--- config.mk ---
export PLATFORM = sky130hd
export DESIGN_NAME = spi_shift_engine
export DESIGN_NICKNAME = d
export VERILOG_FILES = /design/src/rtl/spi_eng_pkg.sv /design/src/rtl/spi_sclk_sync.sv /design/src/rtl/spi_bit_ctr.sv /design/src/rtl/spi_shift_reg.sv /design/src/rtl/spi_irq_ctl.sv /design/src/rtl/spi_shift_engine.sv
export SDC_FILE = /design/constraint.sdc
export NUM_CORES = 1
export LEC_CHECK = 0
export BUFFER_PORTS_ARGS = -buffer_cell sky130_fd_sc_hd__buf_2
export CAP_MARGIN = 20
export CORE_MARGIN = 1.5
export CORE_UTILIZATION = 40
export CTS_CLUSTER_DIAMETER = 150
export DETAILED_ROUTE_END_ITERATION = 8
export GPL_TIMING_DRIVEN = 0
export PLACE_DENSITY_LB_ADDON = 0.1
export SYNTH_ARGS = -nofsm -noshare
export SYNTH_HDL_FRONTEND = slang
export SYNTH_HIERARCHICAL = 1
export SYNTH_SLANG_ARGS = --single-unit
export TNS_END_PERCENT = 20
--- constraint.sdc ---
create_clock -name clk -period 1.01 [get_ports clk]
set_input_delay 0.202 -clock clk [delete_from_list [all_inputs] [get_ports clk]]
set_output_delay 0.202 -clock clk [all_outputs]
set_load 0.03 [all_outputs]
--- src/rtl/spi_eng_pkg.sv ---
`timescale 1ns/1ps
package spi_eng_pkg;
  // processor address decode
  localparam logic ADDR_DATA    = 1'b0;
  localparam logic ADDR_IRQ_OFF = 1'b1;

  typedef struct packed {
    logic rise;
    logic fall;
  } sclk_edge_t;
endpackage

--- src/rtl/spi_sclk_sync.sv ---
`timescale 1ns/1ps
module spi_sclk_sync #(
  parameter int STAGES = 2
) (
  input  logic                     clk,
  input  logic                     rst_n,
  input  logic                     sclk_in,
  output spi_eng_pkg::sclk_edge_t  edges
);
  logic [STAGES-1:0] chain_q, chain_d;
  logic              prev_q, prev_d;
  logic              synced;

  generate
    if (STAGES == 1) begin : g_one
      always_comb chain_d = sclk_in;
    end else begin : g_many
      always_comb chain_d = {chain_q[STAGES-2:0], sclk_in};
    end
  endgenerate

  assign synced = chain_q[STAGES-1];
  assign prev_d = synced;

  always_ff @(posedge clk or negedge rst_n) begin
    if (!rst_n) begin
      chain_q <= '0;
      prev_q  <= 1'b0;
    end else begin
      chain_q <= chain_d;
      prev_q  <= prev_d;
    end
  end

  always_comb begin
    edges.rise = synced & ~prev_q;
    edges.fall = ~synced & prev_q;
  end
endmodule

--- src/rtl/spi_bit_ctr.sv ---
`timescale 1ns/1ps
module spi_bit_ctr #(
  parameter int DATA_W = 8
) (
  input  logic clk,
  input  logic rst_n,
  input  logic restart,
  input  logic fall,
  output logic active,
  output logic last
);
  // DATA_W is a power of two; the top counter bit is the gate
  localparam int CNT_W = $clog2(DATA_W) + 1;
  localparam logic [CNT_W-1:0] IDLE_CNT = CNT_W'(DATA_W);
  localparam logic [CNT_W-2:0] LAST_LOW = (CNT_W-1)'(DATA_W - 1);

  logic [CNT_W-1:0] cnt_q, cnt_d;

  assign active = ~cnt_q[CNT_W-1];
  assign last   = active & (cnt_q[CNT_W-2:0] == LAST_LOW);

  always_comb begin
    cnt_d = cnt_q;
    if (restart)
      cnt_d = '0;
    else if (fall && active)
      cnt_d = cnt_q + 1'b1;
  end

  always_ff @(posedge clk or negedge rst_n) begin
    if (!rst_n) cnt_q <= IDLE_CNT;
    else        cnt_q <= cnt_d;
  end
endmodule

--- src/rtl/spi_shift_reg.sv ---
`timescale 1ns/1ps
module spi_shift_reg #(
  parameter int DATA_W = 8
) (
  input  logic              clk,
  input  logic              rst_n,
  input  logic              load,
  input  logic [DATA_W-1:0] load_data,
  input  logic              active,
  input  logic              rise,
  input  logic              fall,
  input  logic              din,
  output logic [DATA_W-1:0] q
);
  logic [DATA_W-1:0] sr_q, sr_d;
  logic              smp_q, smp_d;

  always_comb begin
    sr_d  = sr_q;
    smp_d = smp_q;
    if (load) begin
      sr_d = load_data;
    end else if (active) begin
      if (rise) smp_d = din;
      if (fall) sr_d  = {sr_q[DATA_W-2:0], smp_q};
    end
  end

  always_ff @(posedge clk or negedge rst_n) begin
    if (!rst_n) begin
      sr_q  <= '0;
      smp_q <= 1'b0;
    end else begin
      sr_q  <= sr_d;
      smp_q <= smp_d;
    end
  end

  assign q = sr_q;
endmodule

--- src/rtl/spi_irq_ctl.sv ---
`timescale 1ns/1ps
module spi_irq_ctl (
  input  logic clk,
  input  logic rst_n,
  input  logic set,
  input  logic clr,
  output logic irq
);
  logic flag_q, flag_d;

  always_comb begin
    flag_d = flag_q;
    if (clr)      flag_d = 1'b0;
    else if (set) flag_d = 1'b1;
  end

  always_ff @(posedge clk or negedge rst_n) begin
    if (!rst_n) flag_q <= 1'b0;
    else        flag_q <= flag_d;
  end

  assign irq = flag_q;
endmodule

--- src/rtl/spi_shift_engine.sv ---
`timescale 1ns/1ps
module spi_shift_engine #(
  parameter int DATA_W      = 8,
  parameter int SYNC_STAGES = 2
) (
  input  logic              clk,
  input  logic              rst_n,
  input  logic              sclk_in,
  input  logic              din,
  input  logic              reg_wr,
  input  logic              reg_addr,
  input  logic [DATA_W-1:0] reg_wdata,
  output logic [DATA_W-1:0] reg_rdata,
  output logic              dout,
  output logic              dout_oe,
  output logic              irq
);
  import spi_eng_pkg::*;

  // reset: asserted asynchronously, released on a clock edge
  logic [1:0] rst_pipe_q;
  logic       rst_sync_n;

  always_ff @(posedge clk or negedge rst_n) begin
    if (!rst_n) rst_pipe_q <= 2'b00;
    else        rst_pipe_q <= {rst_pipe_q[0], 1'b1};
  end
  assign rst_sync_n = rst_pipe_q[1];

  sclk_edge_t        edges;
  logic              data_wr;
  logic              irq_off;
  logic              active;
  logic              last;
  logic              done_evt;
  logic [DATA_W-1:0] sr;

  assign data_wr  = reg_wr & (reg_addr == ADDR_DATA);
  assign irq_off  = reg_wr & (reg_addr == ADDR_IRQ_OFF);
  assign done_evt = edges.fall & last & ~data_wr;

  spi_sclk_sync #(.STAGES(SYNC_STAGES)) u_sync (
    .clk     (clk),
    .rst_n   (rst_sync_n),
    .sclk_in (sclk_in),
    .edges   (edges)
  );

  spi_bit_ctr #(.DATA_W(DATA_W)) u_ctr (
    .clk     (clk),
    .rst_n   (rst_sync_n),
    .restart (data_wr),
    .fall    (edges.fall),
    .active  (active),
    .last    (last)
  );

  spi_shift_reg #(.DATA_W(DATA_W)) u_sr (
    .clk       (clk),
    .rst_n     (rst_sync_n),
    .load      (data_wr),
    .load_data (reg_wdata),
    .active    (active),
    .rise      (edges.rise),
    .fall      (edges.fall),
    .din       (din),
    .q         (sr)
  );

  spi_irq_ctl u_irq (
    .clk   (clk),
    .rst_n (rst_sync_n),
    .set   (done_evt),
    .clr   (data_wr | irq_off),
    .irq   (irq)
  );

  assign reg_rdata = sr;
  assign dout      = sr[DATA_W-1];
  assign dout_oe   = active;
endmodule

# Word level (Yosys, flattened, before mapping)
# Cells that the tools add are included.
# classes
addsub,1
n_mul,0
n_div,0
order_cmp,0
n_eq_ne,2
n_shift,0
mux,7
bitwise_logic,13
reduce_logical,6
# ops
op,n
$mux W8,3
$mux W4,2
$and A1 B1 Y1,7
$reduce_bool A2 Y1,3
$not A1 Y1,5
$add A4 B1 Y4 const B,1
$eq A3 B3 Y1 const B,1
$reduce_and A3 Y1,1
$mux W1,2
$ne A2 B2 Y1 const B,1
$reduce_and A2 Y1,1
$logic_and A1 B1 Y1,1
$or A1 B1 Y1,1
# totals
ff_bits,19
latch_bits,0
ram_bits,0
rom_bits,0
in_bits,14
output_inout_bits,11
word_cells,36
n_memories,0

# Logic depth before layout (Yosys ltp)
# logic_depth
ltp_word,6
depth_mapped,6
ltp_nobuf,6

# Modules after synthesis
# The synthesis kept the hierarchy.
# modules_own_cells
module,instances,cells_per_inst,area_each_um2,seq_area_each_um2
spi_shift_reg,1,49,509.2,225.2
spi_bit_ctr,1,17,203.9,101.3
spi_sclk_sync,1,5,90.1,75.1
spi_shift_engine,1,8,88.8,50.0
spi_irq_ctl,1,2,35.0,25.0

# Worst setup path before layout
# No wires, ideal clock.
# synth_path
kind,reg-to-reg
start,register u_ctr.cnt_q[3]
end,"register u_sr.sr_q[7], in the netlist u_sr/q[7]"
setup_ns,0.101
arrival_time_ns,1.295
t_required_ns,0.909
setup_slack_ns,-0.386
path_stages_with_launch,6
n_path_buf,2
period_less_slack_ns,1.396
cell_sequence,dfstp_2 -> inv_1 -> buf_6 -> and2_4 -> buf_6 -> o311ai_2
# synth_between
elab_chain_len,2
# synth_rtl
item,line,rtl
from (decl),spi_bit_ctr.sv:17,"logic [CNT_W-1:0] cnt_q, cnt_d;"
from (signal assigned),spi_bit_ctr.sv:32,else cnt_q <= cnt_d;
$ne A2 B2 Y1 (no line),--,
$reduce_and A2 Y1 (no line),--,
to (signal assigned),spi_shift_reg.sv:34,sr_q <= sr_d;
to (decl),spi_shift_reg.sv:15,"logic [DATA_W-1:0] sr_q, sr_d;"
# Every way passes these cells.
# A chain may end at the register's enable or synchronous reset.

# Worst setup path in the final report
# layout_path
start,register u_ctr.cnt_q[1]
end,"register u_irq.flag_q, in the netlist u_irq/irq"
# layout_between
elab_chain_len,5
# layout_rtl
item,line,rtl
$eq A3 B3 Y1,spi_bit_ctr.sv:20,assign last = active & (cnt_q[CNT_W-2:0] == LAST_LOW);
$and A1 B1 Y1,spi_bit_ctr.sv:20,
via last,spi_shift_engine.sv:34,logic last;
$and A1 B1 Y1 (2 in a row),spi_shift_engine.sv:40,assign done_evt = edges.fall & last & ~data_wr;
via done_evt,spi_shift_engine.sv:35,logic done_evt;
$reduce_bool A2 Y1 (no line),--,
to (signal assigned),spi_irq_ctl.sv:19,else flag_q <= flag_d;
to (decl),spi_irq_ctl.sv:9,"logic flag_q, flag_d;"
# The timed path passes the listed nets, and every way through them passes these cells.

==> results.json <==
{
  "status": "finished with violations",
  "violations": "setup timing",
  "endpoint_kind": "register",
  "fin_tns_setup_ns": -3.17,
  "port_buffers": 24,
  "place_inst": 133,
  "finalClockSkew_ns": 0.00599,
  "vias_per_cell": 4.96,
  "avgSynthCellArea_um2": 11.4,
  "grt_pass1_vias": 784,
  "grt_max_degree": 18,
  "die_w_um": 51.1,
  "num_vias": 734,
  "setup_slack_ns": -0.293,
  "core_um2": 2190,
  "drive_gt1_frac": 0.467,
  "hpwl_um": 1210,
  "power_density_nw_per_um2": 1500,
  "wl_per_cell_um": 13.1,
  "synth_top_cell_by_area": "dfrtp_1",
  "pre_cts_slack_ns": -0.352,
  "netlist_top_cells_area": "dfrtp_1, nand4b_1, o211ai_1",
  "fmax_mhz": 768,
  "start_kind": "register",
  "min_period_ns": 1.30,
  "leakage_nw": 0.610,
  "ys_seq_area_frac": 0.514,
  "relSlewSlack": 0.535,
  "root_buffer": "clkbuf_4",
  "syn_area_um2": 927,
  "postSynthCellCount": 81,
  "overflow": 0,
  "drt_pass1_iterations": 4,
  "setup_violations": 25,
  "antenna_found_initial": 0,
  "cts_tree": "built",
  "drc": 0,
  "grt_pass1_wl_um": 3420,
  "cts_made_buffers": 3,
  "area_delta_synth_final_pct": 39.3,
  "path_class": "register to register",
  "cp_max_fo": 2,
  "fin_area_um2": 1290,
  "synth_top_area_frac": 0.486,
  "cts.clk_slew.worst_paths_ns": 0.12,
  "synth_cell_types": 29,
  "clk_latency_ns": 0.30,
  "die_y_um": 51.1,
  "peakVddDrop_mv": 0.848,
  "pin_count": 25,
  "critPathRequiredTime_ns": 1.21,
  "yosys_warnings": 6,
  "ys_ff_latch": 19,
  "stdcell_count": 148,
  "slew_viol_final": 0,
  "drt_iter0_drc": 14,
  "final_net_count": 137,
  "dpl_cell_area_um2": 1080,
  "start_util": 0.423,
  "dieArea_um2": 2620,
  "drtAntennaViolNets": 0,
  "wirelength_um": 1940,
  "finalHoldViolations": 0,
  "arrival_ns": 1.50,
  "mostFrequentLayoutCells": "dfrtp_1, buf_6, buf_2",
  "maxCapViolCount": 0,
  "rows": 17,
  "min_period_over_period": 1.29,
  "syn_nets": 97,
  "grtUsageTotal": 0.178,
  "rsz0062_at_grt": "yes",
  "diodes": 0,
  "final_common_cell": "dfrtp_1",
  "cts_max_path_buffers": 2,
  "clock_sinks": 19,
  "worst_slew_pin_slew_ns": 0.697,
  "power_mw": 1.93,
  "gp_congestion": 0.706,
  "htree_levels": 1,
  "min_path_type": "input pin to register"
}
critical path: stages, from the launching register on:
cell and delay, ns:
dfrtp_1 0.41, ha_2 0.18, ha_2 0.15, and2b_2 0.19, nand2_2 0.06, nor2_2 0.03, o21ba_1 0.18
state kept, by name (all words and copies together) (netlist names):
signal and flops:
u_sr/smp_q 1, u_sync/chain_q 2, u_ctr/cnt_q 4, u_sr/q 8
rst_pipe_q 2, u_irq/irq 1, u_sync/prev_q 1
synthesized netlist by cell type:
| library cell | n |
|---|---|
| clkbuf_2 | 1 |
| buf_6 | 2 |
| inv_1 | 2 |
| clkbuf_1 | 1 |
| xor2_1 | 1 |
| and2b_2 | 2 |
| o311ai_2 | 1 |
| nor2b_4 | 1 |
| conb_1 | 1 |
| and2_4 | 1 |
| dfstp_2 | 1 |
| buf_2 | 1 |
| ha_1 | 2 |
| o211ai_1 | 7 |
| nand3b_1 | 1 |
| nor2_1 | 3 |
| a21oi_1 | 1 |
| nand4_1 | 1 |
| nand4b_1 | 8 |
| nand2_1 | 9 |
| buf_4 | 2 |
| nor2_2 | 1 |
| nand2b_1 | 7 |
| o21ba_1 | 1 |
| mux2i_1 | 2 |
| nor2b_1 | 1 |
| nand2b_4 | 1 |
| dfrtp_1 | 18 |
| mux2_2 | 1 |
what timing repair did:
action	4_1_cts	5_1_grt
endpoints found under the hold margin	3	0
resized for setup	28	4
buffers inserted	8	2
setup endpoints to repair	24	25
pin swaps	10	4
hold buffers	2	0
layout make-up:
| type | count | area [um^2] |
|---|---|---|
| buffer | 6 | 43.8 |
| sequential | 19 | 477 |
| timing repair buffer | 36 | 295 |
| clock buffer | 3 | 22.5 |
| multi-input combinational | 53 | 403 |
| tap | 28 | 35.0 |
| clock inverter | 1 | 7.51 |
| inverter | 2 | 7.51 |
| fill | 208 | 900 |
where the power goes:
group / internal [mW] / switching [mW] / total, mW
Clock: 0.151 / 0.249 / 0.399
Sequential: 0.857 / 0.0931 / 0.950
Combinational: 0.306 / 0.275 / 0.582
cell families (layout without fill, tap and decap cells):
family | after synthesis | in the layout | synth area share
other | 1 | 1 | 0.00404
buffers and inverters | 9 | 48 | 0.0634
DFF | 19 | 19 | 0.514
adders and majority gates | 2 | 2 | 0.0270
AOI/OAI and AO/OA | 10 | 10 | 0.0904
and+or+nand+nor | 36 | 36 | 0.258
muxes | 3 | 3 | 0.0337
xor gates and xnor gates | 1 | 1 | 0.00945
stage by stage:
step / utilization / hold WS (ns)
floorplan: - / -0.0936
global placement: 0.494 / -0.0133
detailed placement: 0.494 / -0.00851
CTS: 0.578 / 0.114
global route: 0.589 / 0.101
finish: 0.589 / 0.126
layer usage:
| layer | GRT usage | vias up | part of all wire |
|---|---|---|---|
| li1 | - | 356 | - |
| met4 | 0.0676 | 0 | 0.0067 |
| met5 | 0 | - | 0 |
| met3 | 0.0409 | 2 | 0.046 |
| met2 | 0.292 | 20 | 0.49 |
| met1 | 0.227 | 356 | 0.46 |
final timing paths:
kind,start,endpoint,slack [ns],cells after the start
worst min register to register,rst_pipe_q[1],u_sr/smp_q,0.30,0
min in group asynchronous,rst_n,rst_pipe_q[0],0.20,2
max in group asynchronous,rst_pipe_q[1],u_sr/q[3],0.27,0
worst min-delay path,din,u_sr/smp_q,0.13,2
worst max register to register,u_ctr/cnt_q[1],u_irq/irq,-0.29,6
worst max-delay path,u_ctr/cnt_q[1],u_irq/irq,-0.29,6
Power figures use the tool's default switching activity.
